--- src/rtl/fsu_pkg.sv ---
package fsu_pkg;
  typedef enum logic [2:0] {
    EV_OTHER   = 3'd0,
    EV_WREN    = 3'd1,
    EV_WRDI    = 3'd2,
    EV_ARM     = 3'd3,
    EV_STWR    = 3'd4,
    EV_PGDONE  = 3'd5,
    EV_ERDONE  = 3'd6
  } fsu_ev_e;

  typedef enum logic [1:0] {
    SP_BYTE  = 2'd0,
    SP_SECT  = 2'd1,
    SP_BLK32 = 2'd2,
    SP_BLK64 = 2'd3
  } fsu_span_e;
endpackage

--- src/rtl/fsu_arm_track.sv ---
module fsu_arm_track
  import fsu_pkg::*;
(
  input  logic    clk,
  input  logic    rst_n,
  input  logic    ev_valid,
  input  fsu_ev_e ev_kind,
  output logic    armed
);
  // Only the event type of the previous command matters; idle cycles hold.
  always_ff @(posedge clk or negedge rst_n) begin
    if (!rst_n)        armed <= 1'b0;
    else if (ev_valid) armed <= (ev_kind == EV_WREN) || (ev_kind == EV_ARM);
  end
endmodule

--- src/rtl/fsu_wel_ctl.sv ---
module fsu_wel_ctl
  import fsu_pkg::*;
(
  input  logic    clk,
  input  logic    rst_n,
  input  logic    ev_valid,
  input  fsu_ev_e ev_kind,
  input  logic    aai_mode,
  output logic    wel
);
  logic aai_q;
  logic set_now, clr_now;

  always_comb begin
    set_now = ev_valid && (ev_kind == EV_WREN);
    clr_now = (aai_q && !aai_mode) ||
              (ev_valid && (ev_kind == EV_WRDI || ev_kind == EV_STWR ||
                            ev_kind == EV_PGDONE || ev_kind == EV_ERDONE));
  end

  always_ff @(posedge clk or negedge rst_n) begin
    if (!rst_n) begin
      aai_q <= 1'b0;
      wel   <= 1'b0;
    end else begin
      aai_q <= aai_mode;
      if (set_now)      wel <= 1'b1;
      else if (clr_now) wel <= 1'b0;
    end
  end
endmodule

--- src/rtl/fsu_prot_regs.sv ---
module fsu_prot_regs (
  input  logic       clk,
  input  logic       rst_n,
  input  logic       wr_exec,
  input  logic       wr_two,
  input  logic [7:0] d0,
  input  logic [7:0] d1,
  output logic [1:0] level,
  output logic       lockdown,
  output logic       top_lock,
  output logic       bot_lock
);
  logic unused_bits;
  assign unused_bits = ^{d0[6:4], d0[1:0], d1[7:4], d1[1:0]};

  always_ff @(posedge clk or negedge rst_n) begin
    if (!rst_n) begin
      level    <= 2'b11;
      lockdown <= 1'b0;
      top_lock <= 1'b0;
      bot_lock <= 1'b0;
    end else if (wr_exec) begin
      level    <= d0[3:2];
      lockdown <= d0[7];
      if (wr_two) begin
        top_lock <= d1[2];
        bot_lock <= d1[3];
      end
    end
  end
endmodule

--- src/rtl/fsu_span_chk.sv ---
module fsu_span_chk
  import fsu_pkg::*;
#(
  parameter int AW    = 18,
  parameter int SEC_W = 12,
  parameter int B32_W = 15,
  parameter int B64_W = 16
) (
  input  logic [AW-1:0] addr,
  input  fsu_span_e     span,
  input  logic [1:0]    level,
  input  logic          top_lock,
  input  logic          bot_lock,
  output logic          hit
);
  localparam int N_SPAN = 4;
  logic [AW-1:0] mask_tab [N_SPAN];

  // Low-bit masks for each granularity, built from the widths.
  for (genvar g = 0; g < N_SPAN; g++) begin : g_mask
    localparam int LOW = (g == 0) ? 0 : (g == 1) ? SEC_W : (g == 2) ? B32_W : B64_W;
    for (genvar b = 0; b < AW; b++) begin : g_bit
      assign mask_tab[g][b] = (b < LOW);
    end
  end

  logic [AW-1:0] end_a, base_a;
  logic lvl_hit, top_hit, bot_hit;

  always_comb begin
    end_a  = addr | mask_tab[span];
    base_a = addr & ~mask_tab[span];
    unique case (level)
      2'b00:   lvl_hit = 1'b0;
      2'b01:   lvl_hit = &end_a[AW-1:AW-2];
      2'b10:   lvl_hit = end_a[AW-1];
      default: lvl_hit = 1'b1;
    endcase
    top_hit = top_lock && (&end_a[AW-1:SEC_W]);
    bot_hit = bot_lock && (base_a[AW-1:SEC_W] == '0);
    hit     = lvl_hit || top_hit || bot_hit;
  end
endmodule

--- src/rtl/flash_status_unit.sv ---
module flash_status_unit
  import fsu_pkg::*;
#(
  parameter int AW    = 18,
  parameter int SEC_W = 12,
  parameter int B32_W = 15,
  parameter int B64_W = 16
) (
  input  logic          clk,
  input  logic          rst_n,
  input  logic          ev_valid,
  input  logic [2:0]    ev_kind,
  input  logic [1:0]    ev_len,
  input  logic [7:0]    ev_d0,
  input  logic [7:0]    ev_d1,
  input  logic          wp_n,
  input  logic          op_busy,
  input  logic          aai_mode,
  input  logic [AW-1:0] chk_addr,
  input  logic [1:0]    chk_span,
  output logic [7:0]    sr0,
  output logic [7:0]    sr1,
  output logic          chk_protected,
  output logic          write_ok,
  output logic          chip_erase_ok
);
  fsu_ev_e    kind_e;
  logic       armed, wel, lockdown, top_lock, bot_lock, wr_exec;
  logic [1:0] level;

  assign kind_e = fsu_ev_e'(ev_kind);

  fsu_arm_track u_arm (
    .clk(clk), .rst_n(rst_n), .ev_valid(ev_valid), .ev_kind(kind_e), .armed(armed)
  );

  fsu_wel_ctl u_wel (
    .clk(clk), .rst_n(rst_n), .ev_valid(ev_valid), .ev_kind(kind_e),
    .aai_mode(aai_mode), .wel(wel)
  );

  // Status write gate: armed, legal length, not busy, not pin-locked.
  assign wr_exec = ev_valid && (kind_e == EV_STWR) && armed && !op_busy &&
                   (ev_len == 2'd1 || ev_len == 2'd2) && !(!wp_n && lockdown);

  fsu_prot_regs u_regs (
    .clk(clk), .rst_n(rst_n), .wr_exec(wr_exec), .wr_two(ev_len == 2'd2),
    .d0(ev_d0), .d1(ev_d1), .level(level), .lockdown(lockdown),
    .top_lock(top_lock), .bot_lock(bot_lock)
  );

  fsu_span_chk #(.AW(AW), .SEC_W(SEC_W), .B32_W(B32_W), .B64_W(B64_W)) u_span (
    .addr(chk_addr), .span(fsu_span_e'(chk_span)), .level(level),
    .top_lock(top_lock), .bot_lock(bot_lock), .hit(chk_protected)
  );

  assign sr0           = {lockdown, aai_mode, 2'b00, level, wel, op_busy};
  assign sr1           = {4'b0000, bot_lock, top_lock, 2'b00};
  assign write_ok      = wel && !op_busy && !chk_protected;
  assign chip_erase_ok = wel && !op_busy && (level == 2'b00) && !top_lock && !bot_lock;
endmodule

--- config.mk ---
export PLATFORM = sky130hd
export DESIGN_NAME = flash_status_unit
export DESIGN_NICKNAME = d
export VERILOG_FILES = /design/src/rtl/fsu_pkg.sv /design/src/rtl/fsu_arm_track.sv /design/src/rtl/fsu_wel_ctl.sv /design/src/rtl/fsu_prot_regs.sv /design/src/rtl/fsu_span_chk.sv /design/src/rtl/flash_status_unit.sv
export SDC_FILE = /design/constraint.sdc
export NUM_CORES = 1
export LEC_CHECK = 0
export ABC_AREA = 1
export BUFFER_PORTS_ARGS = -buffer_cell sky130_fd_sc_hd__buf_4
export CORE_UTILIZATION = 37
export CTS_CLUSTER_DIAMETER = 80
export DETAILED_ROUTE_END_ITERATION = 6
export PLACE_DENSITY = 0.84
export SLEW_MARGIN = 20
export SYNTH_ARGS = -nofsm -noshare
export SYNTH_HDL_FRONTEND = slang
export SYNTH_HIERARCHICAL = 1
export SYNTH_SLANG_ARGS = --single-unit
--- constraint.sdc ---
create_clock -name clk -period 3.1 [get_ports clk]
set_input_delay 0.775 -clock clk [delete_from_list [all_inputs] [get_ports clk]]
set_output_delay 0.775 -clock clk [all_outputs]
set_load 0.01 [all_outputs]
==> metrics.txt <==
CP Launch Type input pin; TritonRoute pass-1 iters 6; Syn-to-layout area delta 32.8%; Skew-Pair Late Insertion Delay 0.24 ns; Worst setup EP type output pin; peak supply drop 0.210 mV; number of placed cells counting well taps 140; initial antenna violation count 0; DRC Markers 8; grt total ovfl 0; CP max stage delay 0.13 ns; post-CTS setup buffer count 0; Synthesis Warnings 6; DP HPWL 1070 um; Hold Buf Count CTS 0; reg2reg setup slack 1.81 ns; Hold Path Class input pin to asynchronous set/reset pin; PwrDens 318 nW/um^2; Leakage Power 0.508 nW; worst path cell trace buf_4 > o21ai_0 > and2_1 > nand3_1 > nor2_1 > buf_4; antenna fix cells 0; Initial Utilization 40.6%; critical path type input pin to output pin; skew final 0.00146 ns; number of buffers and inverters on the critical path 2; Max H-tree Level 1; setup TNS 0 ns; WL per Instance 8.36 um; Net count, final 177; Final period util 73.1%; Cell Count, Final, Fillers Out 143; Syn Area/Cell 6.46 um^2; most common cell after layout, fill and taps aside buf_4; die outline width 43.4 um; largest net degree at the start of global routing 10; RSZ-0062 raised after global routing false; total wire length 1200 um; Cell Area, Synth 633 um^2; IO Pins 66; Crit path arrival time 1.49 ns; final hold viol count 0; Synth Instances 98; Buffers on Ports 34; post-CTS sizing 0; CP top delay family simple AND/OR/NAND/NOR gates; fmax 441 MHz; GRT Overall Usage 14.5%; crit path time final 2.27 ns; layout cells sized above 1 31.5%; vias in the first global route 558; vias per cell 4.42; Req. time, crit path 2.32 ns; final slew viol count 0; routability congestion estimate 0.744; register bit total from synthesis 8; critical path fanouts, max 4; Slowest-stage cell, CP and2_1; Rel. slew slack 63.4%; Core Region 1560 um^2; register area share after synthesis 32.0%; max cap viols 0; status finished with violations; Final WS setup 0.833 ns; Final setup viols 0; pre-CTS WS 0.832 ns; FP Rows 14; total clock sinks 8; hold slack 0.335 ns; CTS tree built; CTS root buf clkbuf_4; DR vias 632; Longest Clk Path Bufs 2; die area 1880 um^2; most used cell, CP buf_4; Num CTS Buffers 3; Layout fillers 166; post-synth cell types 15; Detail Route Antenna Nets 0; worst-margin pin slew 0.547 ns; clock slew at reported path FFs 0.05 ns; first-pass GRT wire length 2060 um; most frequent cells in the layout 34 x buf_4, 28 x nand2_1, 17 x inv_1; initial drt markers 13; failing checks design-rule violations; Die Span Y 43.4 um
[metrics by stage]
| step | area, um^2 | power [W] | util, % |
|---|---|---|---|
| 2_1_floorplan | 659 | 0.000162 | - |
| 3_3_place_gp | 818 | 0.000191 | 52.5 |
| 3_5_place_dp | 818 | 0.000193 | 52.5 |
| 4_1_cts | 841 | 0.000272 | 53.9 |
| 5_1_grt | 841 | 0.000290 | 53.9 |
| 6_report | 841 | 0.000268 | 53.9 |
[synth_stat cells, drive strengths merged]
| cell type | n | area [um^2] |
|---|---|---|
| nand2 | 29 | 111 |
| inv | 17 | 63.8 |
| buf | 15 | 116 |
| nor2 | 11 | 41.3 |
| nand3 | 10 | 50.1 |
| dfrtp | 6 | 150 |
| o21ai | 4 | 20.0 |
| dfstp | 2 | 52.6 |
| a21oi | 1 | 5.00 |
| and2 | 1 | 6.26 |
| conb | 1 | 3.75 |
| ha | 1 | 12.5 |
[final timing paths]
kind                                 start              end  cells after the start
max                           chk_addr[17]         write_ok                      6
min                                  rst_n      u_arm/armed                      1
max reg2reg                u_regs/lockdown  u_regs/bot_lock                      6
min reg2reg                u_regs/level[0]  u_regs/level[0]                      2
max in group asynchronous            rst_n  u_regs/level[0]                      1
min in group clk           u_regs/level[0]  u_regs/level[0]                      2
[logic make-up (layout without fill, tap and decap cells)]
group                      after synthesis  in the layout  share of synthesized area, %
and+or+nand+nor                         51             51                          33.0
buffers and inverters                   32             54                          28.5
DFF                                      8              8                          32.0
AOI/OAI and AO/OA                        5              5                          3.95
adders and majority gates                1              1                          1.98
other                                    1              8                         0.592
[power by group]
part / internal, W / leakage, nW / switching [W]
clock: 0.0000441 / 0.0138 / 0.0000326
sequential: 0.000113 / 0.0961 / 0.00000520
combinational: 0.0000383 / 0.398 / 0.0000342
[area by class of cell]
class                           count  area, um^2  share of cell area [%]
Clock buffer                        3        22.5                    2.68
Inverter                           17        63.8                    7.59
Multi-Input combinational cell     65         277                    32.9
Sequential cell                     8         203                    24.1
Tap cell                           16        20.0                    2.38
Timing Repair Buffer               34         255                    30.4
[routing by layer]
| metal | track usage [%] | share of wire [%] |
|---|---|---|
| met2 | 26.4 | 48 |
| met4 | 3.75 | 0 |
| met5 | 0 | 0 |
| met3 | 5.83 | 13 |
| met1 | 15.5 | 40 |
[sequential cells by signal, indices dropped and copies added (netlist names)]
signal           count
u_regs/top_lock      1
u_regs/bot_lock      1
u_wel/wel            1
u_regs/level         2
u_regs/lockdown      1
u_wel/aai_q          1
u_arm/armed          1
Power figures use the tool's default switching activity.
